--- config.mk ---
export PLATFORM = sky130hd
export DESIGN_NAME = dma_src_classifier
export DESIGN_NICKNAME = d
export VERILOG_FILES = /design/src/rtl/dsc_pkg.sv /design/src/rtl/dsc_rule_table.sv /design/src/rtl/dsc_rule_match.sv /design/src/rtl/dsc_prio_pick.sv /design/src/rtl/dma_src_classifier.sv
export SDC_FILE = /design/constraint.sdc
export NUM_CORES = 2
export LEC_CHECK = 0
export BUFFER_PORTS_ARGS = -buffer_cell sky130_fd_sc_hd__buf_4
export CAP_MARGIN = 15
export CORE_MARGIN = 1.5
export CORE_UTILIZATION = 25
export CTS_CLUSTER_DIAMETER = 150
export DETAILED_ROUTE_END_ITERATION = 7
export GPL_ROUTABILITY_DRIVEN = 0
export PLACE_DENSITY = 0.49
export SYNTH_ARGS = -nofsm -noshare
export SYNTH_HDL_FRONTEND = slang
export SYNTH_HIERARCHICAL = 1
export SYNTH_SLANG_ARGS = --single-unit
--- constraint.sdc ---
create_clock -name clk -period 9.5 [get_ports clk]
set_clock_uncertainty 0.05 [all_clocks]
set_input_delay 0.475 -clock clk [delete_from_list [all_inputs] [get_ports clk]]
set_output_delay 0.475 -clock clk [all_outputs]
set_load 0.02 [all_outputs]
--- src/rtl/dsc_pkg.sv ---
package dsc_pkg;
  parameter int SRC_W   = 24;
  parameter int IOMMU_W = 8;
  parameter int SDID_W  = 8;
  parameter int MODE_W  = 4;
  parameter int PPN_W   = 44;
  parameter int TYPE_W  = 4;

  typedef enum logic [1:0] {
    CMP_OFF   = 2'd0,
    CMP_EXACT = 2'd1,
    CMP_POW2  = 2'd2,
    CMP_RANGE = 2'd3
  } cmp_mode_e;

  typedef struct packed {
    logic [TYPE_W-1:0]  id_type;
    logic [1:0]         match_mode;
    logic [1:0]         tee_filter;
    logic [SRC_W-1:0]   src_id;
    logic [IOMMU_W-1:0] iommu_id;
    logic [SDID_W-1:0]  sdid;
    logic [MODE_W-1:0]  mpt_mode;
    logic [PPN_W-1:0]   root_ppn;
  } dsc_rule_t;

  // Bits ignored in power-of-two mode: trailing ones plus the first zero.
  function automatic logic [SRC_W-1:0] pow2_ignore(input logic [SRC_W-1:0] id);
    return id ^ (id + SRC_W'(1));
  endfunction

  function automatic logic kind_ok(input logic [TYPE_W-1:0] t, input logic is_ide);
    return ((t == TYPE_W'(1)) && !is_ide) || ((t == TYPE_W'(2)) && is_ide);
  endfunction

  function automatic logic tee_ok(input logic [1:0] f, input logic tee);
    return (f == 2'd3) || ((f == 2'd1) && tee) || ((f == 2'd2) && !tee);
  endfunction
endpackage

--- src/rtl/dsc_rule_table.sv ---
module dsc_rule_table
  import dsc_pkg::*;
#(
  parameter int NUM_RULES = 8,
  localparam int IDX_W = (NUM_RULES > 1) ? $clog2(NUM_RULES) : 1
) (
  input  logic                        clk,
  input  logic                        rst_n,
  input  logic                        wr_en,
  input  logic [IDX_W-1:0]            wr_idx,
  input  dsc_rule_t                   wr_rule,
  output dsc_rule_t [NUM_RULES-1:0]   rules_o
);
  for (genvar i = 0; i < NUM_RULES; i++) begin : g_slot
    logic sel_here;
    assign sel_here = wr_en && (wr_idx == IDX_W'(i));

    always_ff @(posedge clk) begin
      if (!rst_n)        rules_o[i] <= '0;
      else if (sel_here) rules_o[i] <= wr_rule;
    end


    slot_write_lands_chk: assert property (@(posedge clk) disable iff (!rst_n)
      (wr_en && wr_idx == IDX_W'(i)) |=> (rules_o[i] == $past(wr_rule)));

    slot_untouched_chk: assert property (@(posedge clk) disable iff (!rst_n)
      !(wr_en && wr_idx == IDX_W'(i)) |=> $stable(rules_o[i]));
  end
endmodule

--- src/rtl/dsc_rule_match.sv ---
module dsc_rule_match
  import dsc_pkg::*;
(
  input  logic             clk,
  input  logic             rst_n,
  input  dsc_rule_t        rule_i,
  input  logic [SRC_W-1:0] lower_i,
  input  logic             req_is_ide,
  input  logic             req_tee,
  input  logic [SRC_W-1:0] req_id,
  output logic             hit_o
);
  logic             id_hit;
  logic [SRC_W-1:0] ignore_bits;
  logic             gate_ok;

  assign ignore_bits = pow2_ignore(rule_i.src_id);
  assign gate_ok     = kind_ok(rule_i.id_type, req_is_ide) && tee_ok(rule_i.tee_filter, req_tee);

  always_comb begin
    unique case (cmp_mode_e'(rule_i.match_mode))
      CMP_EXACT: id_hit = (req_id == rule_i.src_id);
      CMP_POW2:  id_hit = (((req_id ^ rule_i.src_id) & ~ignore_bits) == '0);
      CMP_RANGE: id_hit = (req_id >= lower_i) && (req_id < rule_i.src_id);
      default:   id_hit = 1'b0;
    endcase
  end

  assign hit_o = gate_ok && id_hit;


  mode_off_never_chk: assert property (@(posedge clk) disable iff (!rst_n)
    (rule_i.match_mode == 2'd0) |-> !hit_o);

  bad_type_never_chk: assert property (@(posedge clk) disable iff (!rst_n)
    !(rule_i.id_type inside {4'd1, 4'd2}) |-> !hit_o);

  tee_only_chk: assert property (@(posedge clk) disable iff (!rst_n)
    (rule_i.tee_filter == 2'd1 && !req_tee) |-> !hit_o);

  tee_filter_off_chk: assert property (@(posedge clk) disable iff (!rst_n)
    (rule_i.tee_filter == 2'd0) |-> !hit_o);
endmodule

--- src/rtl/dsc_prio_pick.sv ---
module dsc_prio_pick #(
  parameter int NUM_RULES = 8,
  localparam int IDX_W = (NUM_RULES > 1) ? $clog2(NUM_RULES) : 1
) (
  input  logic                 clk,
  input  logic                 rst_n,
  input  logic [NUM_RULES-1:0] match_i,
  output logic                 any_o,
  output logic [IDX_W-1:0]     sel_o
);
  always_comb begin
    sel_o = '0;
    for (int i = NUM_RULES - 1; i >= 0; i--) begin
      if (match_i[i]) sel_o = IDX_W'(i);
    end
  end
  assign any_o = |match_i;

  logic [NUM_RULES-1:0] below_sel;
  assign below_sel = (NUM_RULES'(1) << sel_o) - NUM_RULES'(1);


  pick_is_match_chk: assert property (@(posedge clk) disable iff (!rst_n)
    any_o |-> match_i[sel_o]);

  pick_is_lowest_chk: assert property (@(posedge clk) disable iff (!rst_n)
    any_o |-> ((match_i & below_sel) == '0));
endmodule

--- src/rtl/dma_src_classifier.sv ---
module dma_src_classifier
  import dsc_pkg::*;
#(
  parameter int NUM_RULES = 8,
  localparam int IDX_W = (NUM_RULES > 1) ? $clog2(NUM_RULES) : 1
) (
  input  logic               clk,
  input  logic               rst_n,
  input  logic               cfg_we,
  input  logic [IDX_W-1:0]   cfg_idx,
  input  logic [TYPE_W-1:0]  cfg_id_type,
  input  logic [1:0]         cfg_match_mode,
  input  logic [1:0]         cfg_tee_filter,
  input  logic [SRC_W-1:0]   cfg_src_id,
  input  logic [IOMMU_W-1:0] cfg_iommu_id,
  input  logic [SDID_W-1:0]  cfg_sdid,
  input  logic [MODE_W-1:0]  cfg_mpt_mode,
  input  logic [PPN_W-1:0]   cfg_root_ppn,
  input  logic               req_valid,
  input  logic               req_is_ide,
  input  logic               req_tee,
  input  logic [SRC_W-1:0]   req_src_id,
  output logic               rsp_valid,
  output logic               rsp_hit,
  output logic [IOMMU_W-1:0] rsp_iommu_id,
  output logic [SDID_W-1:0]  rsp_sdid,
  output logic [MODE_W-1:0]  rsp_mpt_mode,
  output logic [PPN_W-1:0]   rsp_root_ppn
);
  dsc_rule_t                 wr_rule;
  dsc_rule_t [NUM_RULES-1:0] rules;
  logic      [NUM_RULES-1:0] rule_hit;
  logic                      lookup_hit;
  logic      [IDX_W-1:0]     lookup_sel;
  dsc_rule_t                 winner;

  assign wr_rule = '{id_type: cfg_id_type, match_mode: cfg_match_mode,
                     tee_filter: cfg_tee_filter, src_id: cfg_src_id,
                     iommu_id: cfg_iommu_id, sdid: cfg_sdid,
                     mpt_mode: cfg_mpt_mode, root_ppn: cfg_root_ppn};

  dsc_rule_table #(.NUM_RULES(NUM_RULES)) u_table (
    .clk(clk), .rst_n(rst_n), .wr_en(cfg_we), .wr_idx(cfg_idx),
    .wr_rule(wr_rule), .rules_o(rules)
  );

  for (genvar i = 0; i < NUM_RULES; i++) begin : g_cmp
    logic [SRC_W-1:0] lower;
    if (i == 0) begin : g_first
      assign lower = '0;
    end else begin : g_rest
      assign lower = rules[i-1].src_id;
    end
    dsc_rule_match u_match (
      .clk(clk), .rst_n(rst_n), .rule_i(rules[i]), .lower_i(lower),
      .req_is_ide(req_is_ide), .req_tee(req_tee), .req_id(req_src_id),
      .hit_o(rule_hit[i])
    );
  end

  dsc_prio_pick #(.NUM_RULES(NUM_RULES)) u_pick (
    .clk(clk), .rst_n(rst_n), .match_i(rule_hit),
    .any_o(lookup_hit), .sel_o(lookup_sel)
  );

  assign winner = rules[lookup_sel];

  always_ff @(posedge clk) begin
    if (!rst_n) begin
      rsp_valid    <= 1'b0;
      rsp_hit      <= 1'b0;
      rsp_iommu_id <= '0;
      rsp_sdid     <= '0;
      rsp_mpt_mode <= '0;
      rsp_root_ppn <= '0;
    end else begin
      rsp_valid <= req_valid;
      if (req_valid) begin
        rsp_hit      <= lookup_hit;
        rsp_iommu_id <= lookup_hit ? winner.iommu_id : '0;
        rsp_sdid     <= lookup_hit ? winner.sdid     : '0;
        rsp_mpt_mode <= lookup_hit ? winner.mpt_mode : '0;
        rsp_root_ppn <= lookup_hit ? winner.root_ppn : '0;
      end
    end
  end


  rsp_follows_req_chk: assert property (@(posedge clk) disable iff (!rst_n)
    req_valid |=> rsp_valid);

  rsp_idle_chk: assert property (@(posedge clk) disable iff (!rst_n)
    !req_valid |=> !rsp_valid);

  miss_zero_chk: assert property (@(posedge clk) disable iff (!rst_n)
    (rsp_valid && !rsp_hit) |-> (rsp_sdid == '0 && rsp_iommu_id == '0 &&
                                 rsp_mpt_mode == '0 && rsp_root_ppn == '0));
endmodule

Word-level counts from Yosys, hierarchy flattened
Index checks and enable logic that the tools add are counted.

Bits in registers: 834. Output and inout bits: 66. Word-level logic and storage cells: 328.

Add/subtract/negate cells: 8. Order comparisons: 17. Equal/unequal tests: 79. Muxes and demuxes: 22. Bitwise logic cells: 32. Reductions and logical operators: 100.

Operators by type and width (number): bitwise XOR 24 bit (16); binary-select mux 96 bit (select 3 bit) (1); adder 24 x 1 -> 24 bit (second input constant) (8); bitwise AND 24 bit (8); == test 24 bit (8); logical NOT 24 bit (8); less-than comparator 24 bit (8); inverter 24 bit (8); greater-or-equal comparator 24 bit (7); == test 2 bit (second input constant) (32); logical AND 1 bit (64); two-way mux 64 bit (1); two-way mux 44 bit (1); == test 2 x 1 -> 1 bit (second input constant) (16); == test 4 x 1 -> 1 bit (second input constant) (8); == test 4 x 2 -> 1 bit (second input constant) (8); greater-or-equal comparator 24 x 1 -> 1 bit (second input constant) (1); logical OR 1 bit (24); two-way mux 3 bit (8); one-hot mux 1 bit (3 select lines) (8); two-way mux 8 bit (2); == test 3 bit (second input constant) (4); OR reduction 8 bit (1); == test 3 x 2 -> 1 bit (second input constant) (2); 5 further kinds (6).

Longest topological paths before layout
Depth after elaboration: 18. Depth in mapped cells: 19. Gate-level depth less buffers: 16.

Hierarchy
Netlist, hierarchy kept.

By module, submodules not included: dsc_rule_table (times used 1, cells an instance 2592, area each 27513.9 sq um); dsc_rule_match (g_cmp[0].u_match ...) (times used 7, cells an instance 221, area each 1567.8 sq um); dma_src_classifier (times used 1, cells an instance 718, area each 6497.5 sq um); dsc_rule_match (g_cmp[1].u_match) (times used 1, cells an instance 222, area each 1597.8 sq um); dsc_prio_pick (times used 1, cells an instance 13, area each 81.3 sq um).

Least setup slack after synthesis
OpenSTA, ideal clock, no wires.

Kind: input port to flip-flop. Start: input req_src_id[14]. End: register rsp_iommu_id[0]. Data arrival time: 3.828 ns. Required time: 9.331 ns. Path slack: 5.503 ns. Stages: 14. Buffers on the path: 2. Cells stage by stage: ha_1 a21oi_1 or4_1 nor3_1 o2111ai_1 o31a_1 a211oi_2 a21oi_1 o41ai_1 buf_6 buf_4 mux4_2 o21ai_0 a21oi_1.

Longest elaborated chain between the ends: 16. Elaborated cells between the ends (all ways): 84.

RTL lines: from (decl) (RTL line dma_src_classifier.sv:22) `input logic [SRC_W-1:0] req_src_id,`; branches (longest 3 deep; another with greater-or-equal comparator 24 bit); one-hot mux 1 bit (3 select lines) * (RTL line dsc_rule_match.sv:21) `unique case (cmp_mode_e'(rule_i.match_mode))`; logical AND 1 bit * (RTL line dsc_rule_match.sv:29) `assign hit_o = gate_ok && id_hit;`; via rule_hit[7] (RTL line dma_src_classifier.sv:32) `logic [NUM_RULES-1:0] rule_hit;`; two-way mux 3 bit * (8 in series) (RTL line dsc_prio_pick.sv:14) `if (match_i[i]) sel_o = IDX_W'(i);`; via lookup_sel[0] (RTL line dma_src_classifier.sv:34) `logic [IDX_W-1:0] lookup_sel;`; binary-select mux 96 bit (select 3 bit) * (RTL line dma_src_classifier.sv:66) `assign winner = rules[lookup_sel];`; two-way mux 64 bit (implied by the code) * (RTL line dma_src_classifier.sv:66); two-way mux 8 bit * (RTL line dma_src_classifier.sv:80) `rsp_iommu_id <= lookup_hit ? winner.iommu_id : '0;`; to (signal assigned) (RTL line dma_src_classifier.sv:80); to (decl) (RTL line dma_src_classifier.sv:25) `output logic [IOMMU_W-1:0] rsp_iommu_id,`.

Mark *: on every way through the listed nets, which the timed path passes. The select of a mux whose other input is x is not followed. A chain may end at the register's enable or synchronous reset.

Worst setup path after layout
Start: register u_table/rules_o[659] in the netlist's numbering. End: register rsp_root_ppn[16].

Elaborated cells between the ends (all ways): 27.

RTL lines: from (decl) (RTL line dsc_rule_table.sv:12) `output dsc_rule_t [NUM_RULES-1:0] rules_o`; from (signal, indexed assignment) (RTL line dsc_rule_table.sv:20) `else if (sel_here) rules_o[i] <= wr_rule;`; greater-or-equal comparator 24 bit (RTL line dsc_rule_match.sv:24) `CMP_RANGE: id_hit = (req_id >= lower_i) && (req_id < rule_i.src_id);`; logical AND 1 bit (RTL line dsc_rule_match.sv:24); one-hot mux 1 bit (3 select lines) (RTL line dsc_rule_match.sv:21); logical AND 1 bit (RTL line dsc_rule_match.sv:29); via rule_hit[7] (RTL line dma_src_classifier.sv:32); two-way mux 3 bit (8 in series) (RTL line dsc_prio_pick.sv:14); via lookup_sel[2] (RTL line dma_src_classifier.sv:34); binary-select mux 96 bit (select 3 bit) (RTL line dma_src_classifier.sv:66); two-way mux 64 bit (implied by the code) (RTL line dma_src_classifier.sv:66); two-way mux 44 bit (RTL line dma_src_classifier.sv:83) `rsp_root_ppn <= lookup_hit ? winner.root_ppn : '0;`; to (signal assigned) (RTL line dma_src_classifier.sv:83); to (decl) (RTL line dma_src_classifier.sv:28) `output logic [PPN_W-1:0] rsp_root_ppn`.

The timed path passes the listed nets, and every way through them passes these cells. The select of a mux whose other input is x is not followed.

==> qor.txt <==
Worst path required time -> 10.05 ns
Share of the cycle needed by the critical path after routing -> 64.58%
Postcts setup bufs -> 0
Number of antenna violations at the first check in global routing -> 5
# Max-Cap Violations -> 0
Unique cell type count in the Yosys netlist -> 70
Clock-pin slew of the registers on the worst-case setup and hold paths -> 0.06 ns
Tmin final -> 6.135 ns
Number of I/O port buffers -> 194
Min-delay worst type -> primary input to register
Clock latency on the worst-skew pair -> 0.74 ns
Resized Gates After CTS -> 0
Area of the core -> 185400 um^2
Synth top area share -> 35.78%
Area of all placed cells without fillers -> 53510 um^2
Share of post-route cells with drive strength above 1 -> 9.934%
DRC errors left -> 0
Final Net Count -> 5710
Arrival time reported for the critical path endpoint -> 6.68 ns
HPWL after detailed placement -> 101500 um
Tightest Pin Transition -> 1.134 ns
Global routing usage on met3 -> 2.358%
Peak VDD IR -> 148.1 uV
Area taken by multi-input logic gates -> 27170 um^2
Number of iterations in the first detailed-routing pass -> 6
Number of global-route vias before repair -> 36.90k
Total Die Area -> 189300 um^2
Number of buffers created by CTS -> 95
Peak clock frequency supported by timing -> 163.0 MHz
Logic pwr share -> 9.7%
P_int -> 6077 uW
Setup TNS -> 0 ns
Fill cell instance count of the final layout -> 19.77k
Floorplan die height -> 435.0 um
All-layer global routing usage -> 16.14%
Power share of the clock group -> 46.6%
Library cell with the largest summed area after synthesis -> sky130_fd_sc_hd__dfxtp_1
Worst reg2reg setup slack -> 3.36 ns
Portion of total power attributed to sequential cells -> 43.7%
CP peak stage delay -> 1.04 ns
Series of cell instances along the critical path -> inv_1, ha_1, nand4_1, nor4_1, o211ai_1, a31oi_1, o2111ai_1, o31a_1, a211oi_2, nor4_2, and3b_4, buf_4, nor2b_4, buf_4, a22oi_1, nand2_1, a21oi_1
Pre-CTS setup slack -> 3.059 ns
Core Rows -> 158
Routed vias/inst -> 4.788
Pwr dens -> 154.9 nW/um^2
List of most frequent post-synthesis cells -> sky130_fd_sc_hd__nand2_1 (1068), sky130_fd_sc_hd__mux2i_1 (904), sky130_fd_sc_hd__dfxtp_1 (834)
Dominant cells by area after synthesis -> sky130_fd_sc_hd__dfxtp_1 (36%), sky130_fd_sc_hd__mux2i_1 (19%), sky130_fd_sc_hd__ha_1 (11%)
Buffer type at the clock tree root -> sky130_fd_sc_hd__clkbuf_16
Total count of hold-check failures in the final report -> 0
Max clock buf depth -> 3
Prevailing post-synth register cell -> sky130_fd_sc_hd__dfxtp_1
Met2 usage -> 27.83%
I/O Pins -> 195
Global route total overflow -> 0
First-pass GRT wire length -> 235100 um
Count of mapped cells out of synthesis -> 5092
P&R area growth vs syn -> 14.66%
Worst slew margin -> 24.24%
CTS H-Tree Depth -> 3
Sw Share -> 26.67%
Power spent charging and discharging nets -> 2210 uW
Reported leakage power -> 0.02270 uW
Unrepaired setup endpoints after global routing -> no
Top fanout value on the critical path -> 37
Routed wire length per instance -> 20.33 um
Launch instance of the worst register-to-register path -> u_table/rules_o[659]
Die width -> 435.0 um
Most congested layer reported by global routing -> met2
Pin count of the biggest net entering global routing -> 172
CP startpoint kind -> register
Flip-flop and latch area -> 16700 um^2
Critical Path Slowest Stage Cell -> sky130_fd_sc_hd__nor2b_4
End of the critical path -> rsp_root_ppn[16]
Most common cell in the netlist -> sky130_fd_sc_hd__nand2_1
Number of endpoints failing setup at the final stage -> 0
Crit path capture type -> register
Hold path startpoint -> cfg_sdid[7]
Worst setup path class -> register to register
Number of register bits inferred by synthesis -> 834
Vias post-DR -> 37.09k
Worst reg2reg endpoint -> rsp_root_ppn[16]
Mapped Area -> 46660 um^2
Crit path top cell by count -> sky130_fd_sc_hd__buf_4
Clock tree from TritonCTS -> yes
Worst r2r path cells -> 17
Placed Area -> 50220 um^2
Sinks on Clock Net -> 834
Fin worst setup slack -> 3.365 ns
CTS hold repair buffers -> 0
Effective utilization at floorplan -> 25.17%
Post-route ant nets -> 0
Yosys warning total -> 6
Post-Synthesis Mean Instance Area -> 9.164 um^2
Ys async rst share -> 0%
Max Transition Viols Final -> 0
Final wirelength -> 157500 um
Start point of the critical path -> u_table/rules_o[659]
Met1 track demand over resource in global routing -> 20.58%
Seq/Total Area, Yosys -> 35.78%
Post-synth EDFFs -> 0
Outcome -> completed
Iter 0 DRT Violations -> 2356
[per-stage QoR]
| stage | util, % | hold slack, ns | std cells | power [uW] |
|---|---|---|---|---|
| detailed placement | 27.08 | 0.3960 | 7572 | 4509 |
| global placement | 27.08 | 0.3910 | 7572 | 4491 |
| global route | 28.85 | 0.1108 | 7745 | 8647 |
| finish | 28.85 | 0.1252 | 7746 | 8287 |
| floorplan | - | 0.3841 | 5115 | 4196 |
| CTS | 28.85 | 0.06605 | 7745 | 8428 |
[area by class of cell]
cell class                 instances  area share [%]
timing repair buffer             230           3.381
antenna                            1        0.004677
sequential                       834           31.20
inverter                         384           2.694
multi-input combinational       3644           50.78
clock inverter                    35          0.9588
clock buffer                     138           5.175
tap                             2480           5.799
[registers in the layout (all words and copies together), names as in the netlist]
name	count
rsp_mpt_mode	4
rsp_iommu_id	8
rsp_hit	1
rsp_sdid	8
u_table/rules_o	768
rsp_root_ppn	44
rsp_valid	1
[cell families (layout without fill, tap and decap cells)]
kind of cell,Yosys count,in the layout,share of synthesized area [%]
mux,968,968,22.48
xor+xnor,8,8,0.1502
flops,834,834,35.78
fa+ha+maj,392,392,10.51
compound gates,697,697,9.446
other cells,1,25,0.008036
simple gates,1555,1555,15.24
buf+inv,637,787,6.387
[placed cells by master, fill, tap and decap left out, types with 11 or more instances in the layout]
cell type and n:
sky130_fd_sc_hd__buf_4 223, sky130_fd_sc_hd__o22ai_1 15, sky130_fd_sc_hd__nor2b_1 11, sky130_fd_sc_hd__a21o_1 53, sky130_fd_sc_hd__dfxtp_1 834, sky130_fd_sc_hd__nand3_1 54, sky130_fd_sc_hd__nand2_1 1068, sky130_fd_sc_hd__clkinv_2 11
sky130_fd_sc_hd__a22oi_1 78, sky130_fd_sc_hd__nand2b_1 72, sky130_fd_sc_hd__clkbuf_16 95, sky130_fd_sc_hd__nand4_1 94, sky130_fd_sc_hd__mux2i_1 904, sky130_fd_sc_hd__a31oi_1 38, sky130_fd_sc_hd__nor4_1 32, sky130_fd_sc_hd__inv_1 384
sky130_fd_sc_hd__a21oi_1 247, sky130_fd_sc_hd__nor3_1 48, sky130_fd_sc_hd__o211ai_1 17, sky130_fd_sc_hd__mux4_2 64, sky130_fd_sc_hd__clkbuf_8 23, sky130_fd_sc_hd__ha_1 392, sky130_fd_sc_hd__or4_1 14, sky130_fd_sc_hd__o21ai_0 124
sky130_fd_sc_hd__o2111ai_1 14, sky130_fd_sc_hd__clkbuf_1 20, sky130_fd_sc_hd__conb_1 24, sky130_fd_sc_hd__nor2_1 73
[per-layer routing]
| metal | part of all wire, % | up-vias |
|---|---|---|
| li1 | - | 18110 |
| met1 | 45 | 18050 |
| met2 | 48 | 688 |
| met3 | 3.7 | 237 |
| met4 | 3.1 | 2 |
| met5 | 0.0051 | - |
[how the worst min path moves through the flow]
stage	end	slack (ns)	depth (start not counted)
3_3_place_gp	u_table/rules_o[57]	0.39	2
6_report	u_table/rules_o[727]	0.13	3
5_1_grt	u_table/rules_o[605]	0.11	3
4_1_cts	u_table/rules_o[233]	0.07	3
3_5_place_dp	u_table/rules_o[26]	0.40	2
2_1_floorplan	u_table/rules_o[0]	0.38	2
[critical path, delay by kind of cell (launching register included)]
family / cells / cell delay (ns)
AOI/OAI and AO/OA: 7 / 1.49
adders and majority gates: 1 / 0.31
buffers and inverters: 3 / 1.35
DFF: 1 / 0.43
and+or+nand+nor: 6 / 2.30
[power groups by stage]
stage	combinational, uW	clock (uW)	sequential, uW
after CTS	812	3990	3620
final	804	3860	3620
after global placement	793	0	3700
after detailed placement	809	0	3700
after global routing	889	4130	3630
after floorplan	514	0	3680
Note: power is estimated with default switching activity, not from simulation.
